### config.mk
export PLATFORM = sky130hd
export DESIGN_NAME = pt_walker
export DESIGN_NICKNAME = d
export VERILOG_FILES = /design/src/rtl/ptw_pkg.sv /design/src/rtl/ptw_addr_gen.sv /design/src/rtl/ptw_pte_check.sv /design/src/rtl/pt_walker.sv
export SDC_FILE = /design/constraint.sdc
export NUM_CORES = 1
export LEC_CHECK = 0
export CAP_MARGIN = 15
export CORE_MARGIN = 5
export CORE_UTILIZATION = 50
export CTS_BUF_LIST = sky130_fd_sc_hd__clkbuf_16
export DETAILED_ROUTE_END_ITERATION = 12
export GPL_ROUTABILITY_DRIVEN = 0
export PLACE_DENSITY_LB_ADDON = 0.25
export RECOVER_POWER = 100
export SLEW_MARGIN = 20
export SYNTH_ARGS = -nofsm -noshare
export SYNTH_HDL_FRONTEND = slang
export SYNTH_HIERARCHICAL = 1
export SYNTH_SLANG_ARGS = --single-unit
export TNS_END_PERCENT = 5
### constraint.sdc
create_clock -name clk -period 8.2 [get_ports clk]
set_input_delay 2.05 -clock clk [delete_from_list [all_inputs] [get_ports clk]]
set_output_delay 2.05 -clock clk [all_outputs]
set_load 0.005 [all_outputs]
### src/rtl/ptw_pkg.sv
package ptw_pkg;

  // access kinds presented by the requester
  localparam logic [1:0] ACC_LOAD  = 2'b00;
  localparam logic [1:0] ACC_STORE = 2'b01;
  localparam logic [1:0] ACC_FETCH = 2'b10;

  // rights codes held in each table entry
  localparam logic [1:0] RT_RO  = 2'b00;
  localparam logic [1:0] RT_RW  = 2'b01;
  localparam logic [1:0] RT_EX  = 2'b10;
  localparam logic [1:0] RT_KRW = 2'b11;

  typedef enum logic [2:0] {
    ST_IDLE,
    ST_ISSUE1,
    ST_WAIT1,
    ST_ISSUE2,
    ST_WAIT2,
    ST_DONE
  } walk_st_e;

  // permission matrix shared by both table levels
  function automatic logic rights_allow(logic [1:0] rights, logic [1:0] acc, logic user);
    logic is_ld, is_st, is_fe;
    is_ld = (acc == ACC_LOAD);
    is_st = (acc == ACC_STORE);
    is_fe = (acc == ACC_FETCH);
    case (rights)
      RT_RO:   return is_ld;
      RT_RW:   return is_ld | is_st;
      RT_EX:   return is_ld | is_fe;
      default: return !user && (is_ld | is_st);
    endcase
  endfunction

  // byte offset of entry number idx inside a table of 4-byte entries
  function automatic logic [31:0] entry_offset(logic [31:0] idx);
    return idx << 2;
  endfunction

endpackage

### src/rtl/ptw_addr_gen.sv
module ptw_addr_gen #(
  parameter int VA_W  = 32,
  parameter int OFF_W = 12,
  parameter int IDX_W = 10,
  parameter int PPN_W = 20,
  localparam int PA_W = PPN_W + OFF_W
) (
  input  logic             sel_l2,
  input  logic [PA_W-1:0]  root_base,
  input  logic [PPN_W-1:0] l1_ppn,
  input  logic [VA_W-1:0]  vaddr,
  output logic [PA_W-1:0]  addr
);
  import ptw_pkg::*;

  logic [IDX_W-1:0] idx;
  logic [PA_W-1:0]  tbl_base;
  logic [31:0]      idx_wide;
  logic [31:0]      byte_off;

  always_comb begin
    idx      = sel_l2 ? vaddr[OFF_W +: IDX_W] : vaddr[OFF_W+IDX_W +: IDX_W];
    tbl_base = sel_l2 ? {l1_ppn, {OFF_W{1'b0}}} : root_base;
    idx_wide = '0;
    idx_wide[IDX_W-1:0] = idx;
    byte_off = entry_offset(idx_wide);
    addr     = tbl_base + byte_off[PA_W-1:0];
  end

endmodule

### src/rtl/ptw_pte_check.sv
module ptw_pte_check #(
  parameter int PTE_W = 32,
  parameter int PPN_W = 20
) (
  input  logic [PTE_W-1:0] pte,
  input  logic [1:0]       access,
  input  logic             user,
  output logic             pfault,
  output logic             xfault,
  output logic [PPN_W-1:0] ppn
);
  import ptw_pkg::*;

  logic       ent_valid;
  logic [1:0] ent_rights;
  logic       unused_rsvd;

  assign ent_valid   = pte[PTE_W-1];
  assign ent_rights  = pte[PTE_W-2 -: 2];
  assign ppn         = pte[PPN_W-1:0];
  assign unused_rsvd = &{1'b0, pte[PTE_W-4:PPN_W]};

  // valid is examined before rights
  assign pfault = !ent_valid;
  assign xfault = ent_valid && !rights_allow(ent_rights, access, user);

endmodule

### src/rtl/pt_walker.sv
module pt_walker #(
  parameter int VA_W  = 32,
  parameter int OFF_W = 12,
  parameter int IDX_W = 10,
  parameter int PPN_W = 20,
  parameter int PTE_W = 32,
  localparam int PA_W = PPN_W + OFF_W
) (
  input  logic             clk,
  input  logic             rst_n,
  input  logic             req_valid,
  output logic             req_ready,
  input  logic [VA_W-1:0]  req_vaddr,
  input  logic [1:0]       req_access,
  input  logic             req_user,
  input  logic [PA_W-1:0]  root_base,
  output logic             mem_req_valid,
  output logic [PA_W-1:0]  mem_req_addr,
  input  logic             mem_rsp_valid,
  input  logic [PTE_W-1:0] mem_rsp_data,
  output logic             done_valid,
  output logic [PA_W-1:0]  done_paddr,
  output logic             done_pfault,
  output logic             done_xfault
);
  import ptw_pkg::*;

  walk_st_e         state;
  logic [VA_W-1:0]  va_q;
  logic [1:0]       acc_q;
  logic             user_q;
  logic [PA_W-1:0]  base_q;
  logic [PPN_W-1:0] l1ppn_q;
  logic [PA_W-1:0]  res_pa_q;
  logic             res_pf_q;
  logic             res_xf_q;

  // named internal events
  logic             walk_start;
  logic             l1_rsp;
  logic             l2_rsp;
  logic             rsp_fault;
  logic             chk_pf;
  logic             chk_xf;
  logic [PPN_W-1:0] chk_ppn;

  assign req_ready     = (state == ST_IDLE);
  assign walk_start    = req_valid && req_ready;
  assign l1_rsp        = (state == ST_WAIT1) && mem_rsp_valid;
  assign l2_rsp        = (state == ST_WAIT2) && mem_rsp_valid;
  assign rsp_fault     = chk_pf || chk_xf;
  assign mem_req_valid = (state == ST_ISSUE1) || (state == ST_ISSUE2);

  ptw_addr_gen #(
    .VA_W (VA_W),
    .OFF_W(OFF_W),
    .IDX_W(IDX_W),
    .PPN_W(PPN_W)
  ) u_addr (
    .sel_l2   (state == ST_ISSUE2),
    .root_base(base_q),
    .l1_ppn   (l1ppn_q),
    .vaddr    (va_q),
    .addr     (mem_req_addr)
  );

  ptw_pte_check #(
    .PTE_W(PTE_W),
    .PPN_W(PPN_W)
  ) u_check (
    .pte   (mem_rsp_data),
    .access(acc_q),
    .user  (user_q),
    .pfault(chk_pf),
    .xfault(chk_xf),
    .ppn   (chk_ppn)
  );

  always_ff @(posedge clk) begin
    if (!rst_n) begin
      state    <= ST_IDLE;
      va_q     <= '0;
      acc_q    <= '0;
      user_q   <= 1'b0;
      base_q   <= '0;
      l1ppn_q  <= '0;
      res_pa_q <= '0;
      res_pf_q <= 1'b0;
      res_xf_q <= 1'b0;
    end else begin
      case (state)
        ST_IDLE: begin
          if (walk_start) begin
            va_q     <= req_vaddr;
            acc_q    <= req_access;
            user_q   <= req_user;
            base_q   <= root_base;
            res_pa_q <= '0;
            res_pf_q <= 1'b0;
            res_xf_q <= 1'b0;
            state    <= ST_ISSUE1;
          end
        end
        ST_ISSUE1: state <= ST_WAIT1;
        ST_WAIT1: begin
          if (l1_rsp) begin
            if (rsp_fault) begin
              res_pf_q <= chk_pf;
              res_xf_q <= chk_xf;
              state    <= ST_DONE;
            end else begin
              l1ppn_q <= chk_ppn;
              state   <= ST_ISSUE2;
            end
          end
        end
        ST_ISSUE2: state <= ST_WAIT2;
        ST_WAIT2: begin
          if (l2_rsp) begin
            res_pf_q <= chk_pf;
            res_xf_q <= chk_xf;
            if (!rsp_fault) res_pa_q <= {chk_ppn, va_q[OFF_W-1:0]};
            state <= ST_DONE;
          end
        end
        ST_DONE: state <= ST_IDLE;
        default: state <= ST_IDLE;
      endcase
    end
  end

  assign done_valid  = (state == ST_DONE);
  assign done_paddr  = done_valid ? res_pa_q : '0;
  assign done_pfault = done_valid && res_pf_q;
  assign done_xfault = done_valid && res_xf_q;

  // a read strobe lasts one cycle
  p_single_read_r2: assert property (@(posedge clk) disable iff (!rst_n)
    mem_req_valid |=> !mem_req_valid);

  // the captured request does not move while busy
  p_busy_stable_r2: assert property (@(posedge clk) disable iff (!rst_n)
    !req_ready |=> $stable(va_q) && $stable(acc_q) && $stable(user_q));

  // a faulting first-level entry is never followed by a read
  p_l1_stop_r5: assert property (@(posedge clk) disable iff (!rst_n)
    (l1_rsp && rsp_fault) |=> !mem_req_valid && done_valid);

  // the page offset passes through untouched
  p_offset_r9: assert property (@(posedge clk) disable iff (!rst_n)
    (done_valid && !done_pfault && !done_xfault) |-> done_paddr[OFF_W-1:0] == va_q[OFF_W-1:0]);

  // one outcome flag at most
  p_one_flag_r10: assert property (@(posedge clk) disable iff (!rst_n)
    done_valid |-> !(done_pfault && done_xfault));

  // faulting walks return a zero address
  p_fault_zero_r10: assert property (@(posedge clk) disable iff (!rst_n)
    (done_valid && (done_pfault || done_xfault)) |-> done_paddr == '0);

  // completion is a single pulse and the walker is free right after
  p_done_pulse_r10: assert property (@(posedge clk) disable iff (!rst_n)
    done_valid |=> !done_valid && req_ready);

endmodule

==> flow_summary_export.csv, run 1 <==
group,metric,value,unit
logic_synthesis,synthFlopType,"dfxtp_1",
clock_tree,clockBufferDepth,2,
sta,hold_viol,0,
floorplan,ios,172,
logic_synthesis,async_reset_ff_share,0,%
outcome,violations,"max-capacitance violations, max-slew violations",
sta,relSlewSlack,-63.8,%
global_routing,antenna_found_initial,2,
floorplan,die-area,0.0163,mm²
worst_setup_path,cp_slowest_cell,"and2_2",
sta,clock.fmax,140,MHz
job,drv_cap,3,
sta,finalSetupTns,0,ns
logic_synthesis,ys_types,61,
sta,drv_slew,123,
clock_tree,cts-root-buf,"clkbuf_16",
floorplan,die_h,128,µm
global_routing,grt_pass1_vias,5690,
floorplan,initial_core_util,50.4,%
clock_tree,cts-buffers-inserted,17,
logic_synthesis,syn_area,0.00692,mm²
floorplan,die_x,128,µm
clock_tree,cts_htree_levels,4,
logic_synthesis,synth_top_area_cell,"dfxtp_1",
sta,worst_pin_slew,2.42,ns
power,peakVddDrop,0.151,mV
route,ant_nets,0,
route,wl,17400,µm
logic_synthesis,ys_seq_area_share,35.9,%
clock_tree,cts_tree,"yes",
min_path,hp-class,"reg -> reg",
floorplan,rows,43,
logic_synthesis,synth_cells,842,
power,power.total,1.71,mW
clock_tree,clkSinkCount,124,
outcome,status,"finished with violations",
worst_setup_path,critPathMaxFanout,32,
clock_tree,ctsHoldBuffers,0,
worst_setup_path,arrival,5.12,ns
clock_tree,post_cts_buffers,0,
sta,period_needed,7.17,ns
clock_tree,path_clk_slew,0.05,ns
logic_synthesis,yosysTopAreaCellShare,35.9,%
logic_synthesis,synthTopCellsByCount,"nand2_1, dfxtp_1, a21boi_0",
placed_design,post-dp-hpwl,11900,µm
global_routing,busiest_layer,"met2",
global_routing,gr-usage-met3,5.85,%
route,avgRoutedWirePerCell,15.2,µm
power,power.density,193,mW/mm²
global_routing,grt_max_degree,105,
route,dr.pass1.iters,4,
clock_tree,ctsResizeCount,0,
route,drtIter0Drc,380,
worst_setup_path,critical-path-max-stage-delay,0.66,ns
global_routing,use_met1,25.7,%
power,p_leak,3.60,nW
clock_tree,clock_latency,0.41,ns
worst_setup_path,setup.worst_path.start_class,"flop",
worst_setup_path,crit_required,6.15,ns
route,viasPerCell,5.25,
logic_synthesis,synth_area_leaders,"dfxtp_1, nand2_1, mux2i_1",
logic_synthesis,synth_edf_count,0,
worst_setup_path,cp-end-kind,"output port",
logic_synthesis,ys_warn_count,6,
logic_synthesis,yosysMostFrequentCell,"nand2_1",
route,num_vias,5981,
floorplan,core_area,0.0137,mm²
final_layout,drive_above_1_share,6.05,%
logic_synthesis,syn_nets,956,
sta,post-route-period-util,87.4,%
worst_setup_path,crit_chain,"nor2b_1, and2_2, mux2_1, ha_1, inv_1, fa_1, nor2b_4, o31a_2, nor4_1, o31ai_1, and3_1, nand4_2, xor2_1, dlygate4sd3_1",
sta,finalSetupViolations,0,
global_routing,grt_use_met2,36.4,%
sta,clock_skew,0.00679,ns
placed_design,port_buffers,162,
sta,grt_setup_unrepaired,"false",
global_routing,grt_overflow,0,
route,drc_errors,0,
logic_synthesis,synth_seq_cells,124,
worst_setup_path,crit_type,"reg -> out",
final_layout,area_growth,28.3,%
global_routing,track_usage,21.3,%
final_layout,fin_nets,1061,
final_layout,antenna_cells,0,
global_routing,grt_pass1_wl,27900,µm
logic_synthesis,synth.avg_cell_area,8.22,µm²
path summary, 6_finish.rpt:
| check | start | end | slack (ns) | cells past startpoint |
|---|---|---|---|---|
| setup / recovery | state[1]$_SDFFE_PN0P_ | mem_req_addr[30] | 1.03 | 14 |
| hold / removal | base_q[0]$_SDFFE_PN0P_ | base_q[0]$_SDFFE_PN0P_ | 0.45 | 2 |
| setup reg to reg | state[0]$_SDFFE_PN0P_ | res_pa_q[1]$_SDFFE_PN0P_ | 2.10 | 6 |
| hold reg to reg | base_q[0]$_SDFFE_PN0P_ | base_q[0]$_SDFFE_PN0P_ | 0.45 | 2 |
layer usage:
layer	wire, µm	vias to the layer above
li1	-	3058
met1	7470	2759
met2	8600	134
met3	950	26
met4	323	4
met5	24	-
cells by family (layout without fill, tap and decap cells):
| family | after synthesis | in the layout | share of synthesized area [%] |
|---|---|---|---|
| compound gates | 177 | 177 | 18.2 |
| simple gates | 347 | 347 | 23.7 |
| xor+xnor | 29 | 29 | 3.67 |
| fa+ha+maj | 11 | 11 | 2.10 |
| buf+inv | 98 | 215 | 8.14 |
| flops | 124 | 124 | 35.9 |
| mux | 56 | 56 | 8.28 |
sequential cells by signal, indices dropped and copies added (netlist names):
register  count
acc_q         2
state         3
res_pa_q     32
va_q         32
l1ppn_q      20
res_xf_q      1
base_q       32
res_pf_q      1
user_q        1
cells in the final DEF, fill, tap and decap left out, types with 8 or more instances in the layout:
cell,n
nor2_1,12
mux2i_1,46
o21ai_0,30
clkbuf_16,17
mux2_2,8
nand3_1,24
ha_1,10
clkdlybuf4s50_1,97
and3_1,36
a21boi_0,86
dlygate4sd3_1,64
inv_1,14
xor2_1,15
dfxtp_1,124
nand2_1,219
a21oi_1,18
xnor2_1,14
nor2b_1,25
power by group:
part	leakage, nW	internal, mW	switching (mW)
clock network	0.286	0.465	0.251
registers	1.01	0.640	0.0251
logic	2.30	0.160	0.170
total	3.60	1.26	0.446
critical path: cells and delay by family (launching register included):
| kind | cells | cell delay, ns |
|---|---|---|
| AOI/OAI and AO/OA | 2 | 0.60 |
| adders and majority gates | 2 | 0.61 |
| xor gates and xnor gates | 1 | 0.20 |
| muxes | 1 | 0.27 |
| and+or+nand+nor | 6 | 1.74 |
| DFF | 1 | 0.60 |
| buffers and inverters | 2 | 0.65 |
metrics by stage:
stage | setup slack [ns] | std cells | hold slack (ns) | instance area [µm²] | utilization [%]
floorplan | 2.11 | 842 | 0.430 | 6920 | -
finish | 1.03 | 1139 | 0.446 | 8870 | 64.7
detailed placement | 1.57 | 1107 | 0.440 | 8350 | 60.8
CTS | 1.12 | 1138 | 0.447 | 8910 | 64.9
global route | 0.481 | 1139 | 0.458 | 8870 | 64.7
global placement | 1.61 | 1107 | 0.436 | 8350 | 60.8
layout make-up:
class | count | area, µm²
fill | 1242 | 4840
tap | 180 | 225
inverter | 12 | 45.0
timing repair buffer | 172 | 1690
sequential | 124 | 2480
clock buffer | 17 | 425
multi-input combinational | 620 | 3870
clock inverter | 14 | 136
(Power assumes the default switching activity.)
==> inputs of run 2 (changes only) <==
Settings changed: SYNTH_HIERARCHICAL 1 to unset.
==> flow_summary_export.csv, run 2 <==
group,metric,value,unit
floorplan,die_h,121,µm
logic_synthesis,async_reset_ff_share,0,%
final_layout,n_fill_cell,979,
route,ant_nets,0,
sta,hold_viol,0,
route,dr.pass1.iters,5,
global_routing,grt_overflow,0,
clock_tree,clockBufferDepth,2,
clock_tree,path_clk_slew,0.06,ns
floorplan,die-area,0.0146,mm²
route,viasPerCell,5.25,
clock_tree,clkSinkCount,124,
placed_design,dp.cells,1098,
clock_tree,cts_htree_levels,4,
final_layout,instances_no_fill,1131,
sta,layout_setup_ws,1.47,ns
worst_setup_path,crit_type,"reg -> out",
logic_synthesis,ys_seq_area_share,40.3,%
sta,worst_pin_slew,3.70,ns
worst_setup_path,cp_slowest_cell,"dlygate4sd3_1",
min_path,hp-class,"reg -> reg",
logic_synthesis,yosysTopAreaCellShare,40.3,%
logic_synthesis,synth_seq_cells,124,
floorplan,core_area,0.0121,mm²
outcome,violations,"max-capacitance violations, max-slew violations",
global_routing,gr-usage-met3,5.83,%
route,avgRoutedWirePerCell,15.1,µm
route,drc_errors,0,
worst_setup_path,critPathTopFamily,"simple AND/OR/NAND/NOR gates",
global_routing,grt_max_degree,86,
logic_synthesis,ys_warn_count,0,
floorplan,die_x,121,µm
logic_synthesis,syn_area,0.00616,mm²
power,power.total,1.69,mW
worst_setup_path,cp-startpoint,"state[1]$_SDFFE_PN0P_",
final_layout,largestRegisters,"base_q x32, res_pa_q x32, va_q x32",
logic_synthesis,yosysMostFrequentCell,"nand2_1",
final_layout,drive_above_1_share,5.09,%
worst_setup_path,critPathMaxFanout,37,
clock_tree,ctsResizeCount,0,
global_routing,grt_use_met2,37.3,%
clock_tree,post_cts_buffers,0,
outcome,status,"finished with violations",
floorplan,initial_core_util,51.1,%
power,p_leak,3.34,nW
global_routing,use_met1,30.4,%
placed_design,port_buffers,162,
clock_tree,cts-root-buf,"clkbuf_16",
sta,relSlewSlack,-146,%
route,drtIter0Drc,379,
worst_setup_path,cp-end-kind,"output port",
job,drv_cap,2,
logic_synthesis,synthFlopType,"dfxtp_1",
global_routing,track_usage,23.3,%
logic_synthesis,ys_types,54,
worst_setup_path,arrival,4.68,ns
clock_tree,cts_tree,"yes",
route,num_vias,5933,
worst_setup_path,crit_chain,"nand3b_1, buf_4, and2_0, ha_1, a21oi_1, nor2b_1, or4_1, nand3_1, nor2_1, a31o_2, o22ai_1, dlygate4sd3_1",
sta,grt_setup_unrepaired,"false",
logic_synthesis,syn_nets,928,
worst_setup_path,crit_required,6.15,ns
min_path,hp-start,"res_pa_q[26]$_SDFFE_PN0P_",
global_routing,busiest_layer,"met2",
worst_setup_path,worst-path-buf-inv,2,
sta,finalSetupViolations,0,
floorplan,rows,40,
power,power.density,200,mW/mm²
worst_setup_path,rr_startpoint,"state[2]$_SDFFE_PN0P_",
final_layout,fin_nets,1063,
floorplan,ios,172,
sta,finalSetupTns,0,ns
worst_setup_path,critical-path-max-stage-delay,0.60,ns
clock_tree,clock_latency,0.42,ns
route,wl,17100,µm
logic_synthesis,synth_area_leaders,"dfxtp_1, nand2_1, a21oi_1",
sta,clock.fmax,149,MHz
sta,clock_skew,0.00752,ns
sta,post-route-period-util,82.1,%
placed_design,post-dp-hpwl,11500,µm
global_routing,grt_pass1_wl,27500,µm
final_layout,area_growth,37.1,%
sta,hold_slack,0.448,ns
sta,period_needed,6.73,ns
placed_design,post-place-ws,1.99,ns
clock_tree,cts-buffers-inserted,17,
logic_synthesis,synth_edf_count,0,
global_routing,antenna_found_initial,1,
clock_tree,ctsHoldBuffers,0,
power,peakVddDrop,0.157,mV
final_layout,layout_common_cells,"nand2_1, dfxtp_1, clkdlybuf4s50_1",
global_routing,grt_pass1_vias,5680,
sta,drv_slew,156,
logic_synthesis,synth_top_area_cell,"dfxtp_1",
logic_synthesis,synthTopCellsByCount,"nand2_1, dfxtp_1, a21oi_1",
worst_setup_path,setup.worst_path.start_class,"flop",
final_layout,layout_commonest_cell,"nand2_1",
logic_synthesis,synth_cells,814,
logic_synthesis,synth.avg_cell_area,7.57,µm²
[run 2: changes by cell type after synthesis, sizes merged, moves of 8 or more]
cell / before / now
a21oi: 20 / 116
a21boi: 89 / 0
and2: 3 / 49
buf: 49 / 10
and3: 36 / 5
nor2: 12 / 38
nand3: 26 / 50
nor2b: 27 / 5
o21ai: 31 / 11
mux2i: 46 / 36
mux2: 10 / 1
clkbuf: 37 / 45
[run 2: final timing paths]
check	endpoint	slack, ns	cells after the start
worst max-delay path	mem_req_addr[17]	1.47	12
worst min-delay path	res_pa_q[26]$_SDFFE_PN0P_	0.45	2
worst max register to register	res_pa_q[28]$_SDFFE_PN0P_	2.89	7
worst min register to register	res_pa_q[26]$_SDFFE_PN0P_	0.45	2
[run 2: per-layer routing]
| metal | up-vias | part of all wire, % |
|---|---|---|
| met5 | - | 0 |
| met1 | 2716 | 45 |
| li1 | 3008 | - |
| met4 | 0 | 2.0 |
| met3 | 27 | 6.0 |
| met2 | 182 | 46 |
[run 2: area by class of cell]
class / count / area (µm²) / area share, %
flip-flops and latches: 124 / 2480 / 29.4
inverters: 12 / 46.3 / 0.548
well taps: 168 / 210 / 2.49
repair buffers: 171 / 1680 / 19.9
multi-input cells: 623 / 3410 / 40.4
diodes: 1 / 2.50 / 0.0296
clock inverters: 15 / 188 / 2.22
clock buffers: 17 / 425 / 5.04
[run 2: cells by family (layout without fill, tap and decap cells)]
logic type	count (synthesis)	in the layout	share of synthesized area, %
compound gates	157	157	14.3
xor+xnor	27	27	3.84
fa+ha+maj	11	11	2.36
buf+inv	67	215	4.29
flops	124	124	40.3
mux	37	37	6.03
other cells	0	1	0
simple gates	391	391	28.8
[run 2: stage by stage]
step	instance area, µm²	utilization, %
6_report	8440	70.0
3_3_place_gp	7850	65.1
2_1_floorplan	6160	-
3_5_place_dp	7850	65.1
4_1_cts	8470	70.2
5_1_grt	8440	70.0
[run 2: power by group]
| group | switching, mW | internal, mW | leakage, nW | total (mW) |
|---|---|---|---|---|
| sequential | 0.0242 | 0.634 | 1.01 | 0.659 |
| combinational | 0.133 | 0.123 | 2.04 | 0.256 |
| clock | 0.290 | 0.483 | 0.291 | 0.773 |
[run 2: worst min-delay path: stages, from the launching register on]
cell,delay (ns)
dfxtp_1,0.30
nand2_1,0.05
a21oi_1,0.05
==> inputs of run 3 (changes only) <==
Settings changed: CORE_UTILIZATION 50 to 48.
Clock period 8.2 ns to 6.65 ns, I/O delays scaled along.
==> flow_summary_export.csv, run 3 (synthesis gave the netlist of run 2 again) <==
group,metric,value,unit
global_routing,antenna_found_initial,0,
power,peakVddDrop,0.229,mV
power,p_leak,3.37,nW
min_path,hp-class,"reg -> reg",
power,power.total,2.14,mW
clock_tree,post_cts_buffers,0,
sta,clock.fmax,159,MHz
clock_tree,clock_latency,0.42,ns
min_path,min_path_cells,2,
route,drtIter0Drc,490,
sta,post-route-period-util,94.3,%
worst_setup_path,rr_startpoint,"state[2]$_SDFFE_PN0P_",
floorplan,die_h,123,µm
clock_tree,path_clk_slew,0.06,ns
global_routing,grt_max_degree,71,
route,viasPerCell,5.28,
clock_tree,cts-buffers-inserted,17,
outcome,status,"finished with violations",
final_layout,final_area,0.00850,mm²
clock_tree,cts_tree,"yes",
floorplan,rows,41,
final_layout,fin_nets,1064,
placed_design,dp.cells,1103,
final_layout,utilization,67.4,%
sta,hold_slack,0.445,ns
clock_tree,ctsResizeCount,0,
worst_setup_path,reg2regPathDepth,7,
clock_tree,ctsHoldBuffers,0,
sta,finalSetupTns,0,ns
floorplan,die-area,0.0152,mm²
min_path,min_to,"res_pa_q[19]$_SDFFE_PN0P_",
sta,period_needed,6.27,ns
route,wl,17400,µm
placed_design,port_buffers,162,
route,ant_nets,0,
route,drc_errors,0,
power,power.density,252,mW/mm²
worst_setup_path,crit_type,"reg -> out",
outcome,violations,"max-capacitance violations, max-slew violations",
final_layout,instances_no_fill,1135,
worst_setup_path,critPathMaxFanout,13,
worst_setup_path,rr_endpoint,"res_pa_q[6]$_SDFFE_PN0P_",
sta,finalSetupViolations,0,
global_routing,track_usage,23.2,%
worst_setup_path,arrival,4.61,ns
final_layout,n_fill_cell,1093,
clock_tree,clkSinkCount,124,
sta,worst_pin_slew,2.38,ns
floorplan,initial_core_util,48.8,%
final_layout,layout_common_cells,"nand2_1, dfxtp_1, clkdlybuf4s50_1",
min_path,hp-start,"res_pa_q[19]$_SDFFE_PN0P_",
sta,hold_viol,0,
final_layout,area_growth,38.0,%
sta,grt_setup_unrepaired,"false",
sta,layout_setup_ws,0.377,ns
final_layout,antenna_cells,0,
worst_setup_path,crit_required,4.99,ns
placed_design,post-dp-hpwl,11700,µm
worst_setup_path,setup.worst_path.start_class,"flop",
sta,drv_slew,71,
worst_setup_path,ff2ff_setup_slack,4.22,ns
placed_design,place_area,0.00787,mm²
route,num_vias,5994,
worst_setup_path,cp-end-kind,"output port",
sta,relSlewSlack,-59.5,%
floorplan,core_area,0.0126,mm²
clock_tree,clockBufferDepth,2,
route,avgRoutedWirePerCell,15.3,µm
floorplan,die_x,123,µm
final_layout,layout_commonest_cell,"nand2_1",
clock_tree,cts_htree_levels,4,
clock_tree,cts-root-buf,"clkbuf_16",
placed_design,post-place-ws,0.897,ns
global_routing,grt_pass1_wl,27700,µm
global_routing,grt_overflow,0,
job,drv_cap,1,
final_layout,seq_area,0.00248,mm²
route,dr.pass1.iters,5,
sta,clock_skew,0.00741,ns
floorplan,ios,172,
final_layout,drive_above_1_share,5.40,%
final_layout,largestRegisters,"base_q x32, res_pa_q x32, va_q x32",
final_layout,multi_input_area,0.00341,mm²
global_routing,grt_pass1_vias,5686,
==> run 3: changes by cell type in the layout (fill, tap and decap cells not counted), sizes merged, moves of 2 or more <==
cell	delta
buf	+3
bufinv	+2
clkbuf	-2
clkdlybuf4s50	+2
dlygate4sd3	-2
inv	-2
==> run 3: layout make-up <==
| type | count | area share [%] |
|---|---|---|
| clock inverter | 15 | 2.61 |
| inverter | 12 | 0.545 |
| timing repair buffer | 172 | 19.9 |
| multi-input combinational | 623 | 40.2 |
| tap | 172 | 2.53 |
| clock buffer | 17 | 5.01 |
| sequential | 124 | 29.2 |
==> run 3: power breakdown <==
part / switching, mW / internal [mW]
registers: 0.0301 / 0.782
clock network: 0.346 / 0.665
logic: 0.168 / 0.152
==> run 3: how the worst max path moves through the flow <==
stage	from	end	slack (ns)	cells after the start
floorplan	state[2]$_SDFFE_PN0P_	mem_req_addr[17]	1.44	15
global placement	state[1]$_SDFFE_PN0P_	mem_req_addr[17]	0.89	13
detailed placement	state[1]$_SDFFE_PN0P_	mem_req_addr[17]	0.90	12
CTS	state[1]$_SDFFE_PN0P_	mem_req_addr[17]	0.42	12
global route	state[1]$_SDFFE_PN0P_	mem_req_addr[29]	0.06	12
finish	state[1]$_SDFFE_PN0P_	mem_req_addr[17]	0.38	12
==> run 3: metal layers <==
metal  routed length (µm)  GRT usage [%]
met1                 7860           30.8
met2                 7960           35.9
met3                 1270           7.09
met4                  278           8.24
met5                    0              0
==> run 3: worst max-delay path, cell delays in order, from the launching register on <==
cell and delay (ns):
dfxtp_1 0.59, nand3b_1 0.52, buf_4 0.36, and2_1 0.17, ha_1 0.34, a21oi_1 0.22, nor2b_1 0.08, or4_1 0.59
nand3_1 0.18, nor2_1 0.13, a31o_2 0.27, o22ai_1 0.16, dlygate4sd3_1 0.59
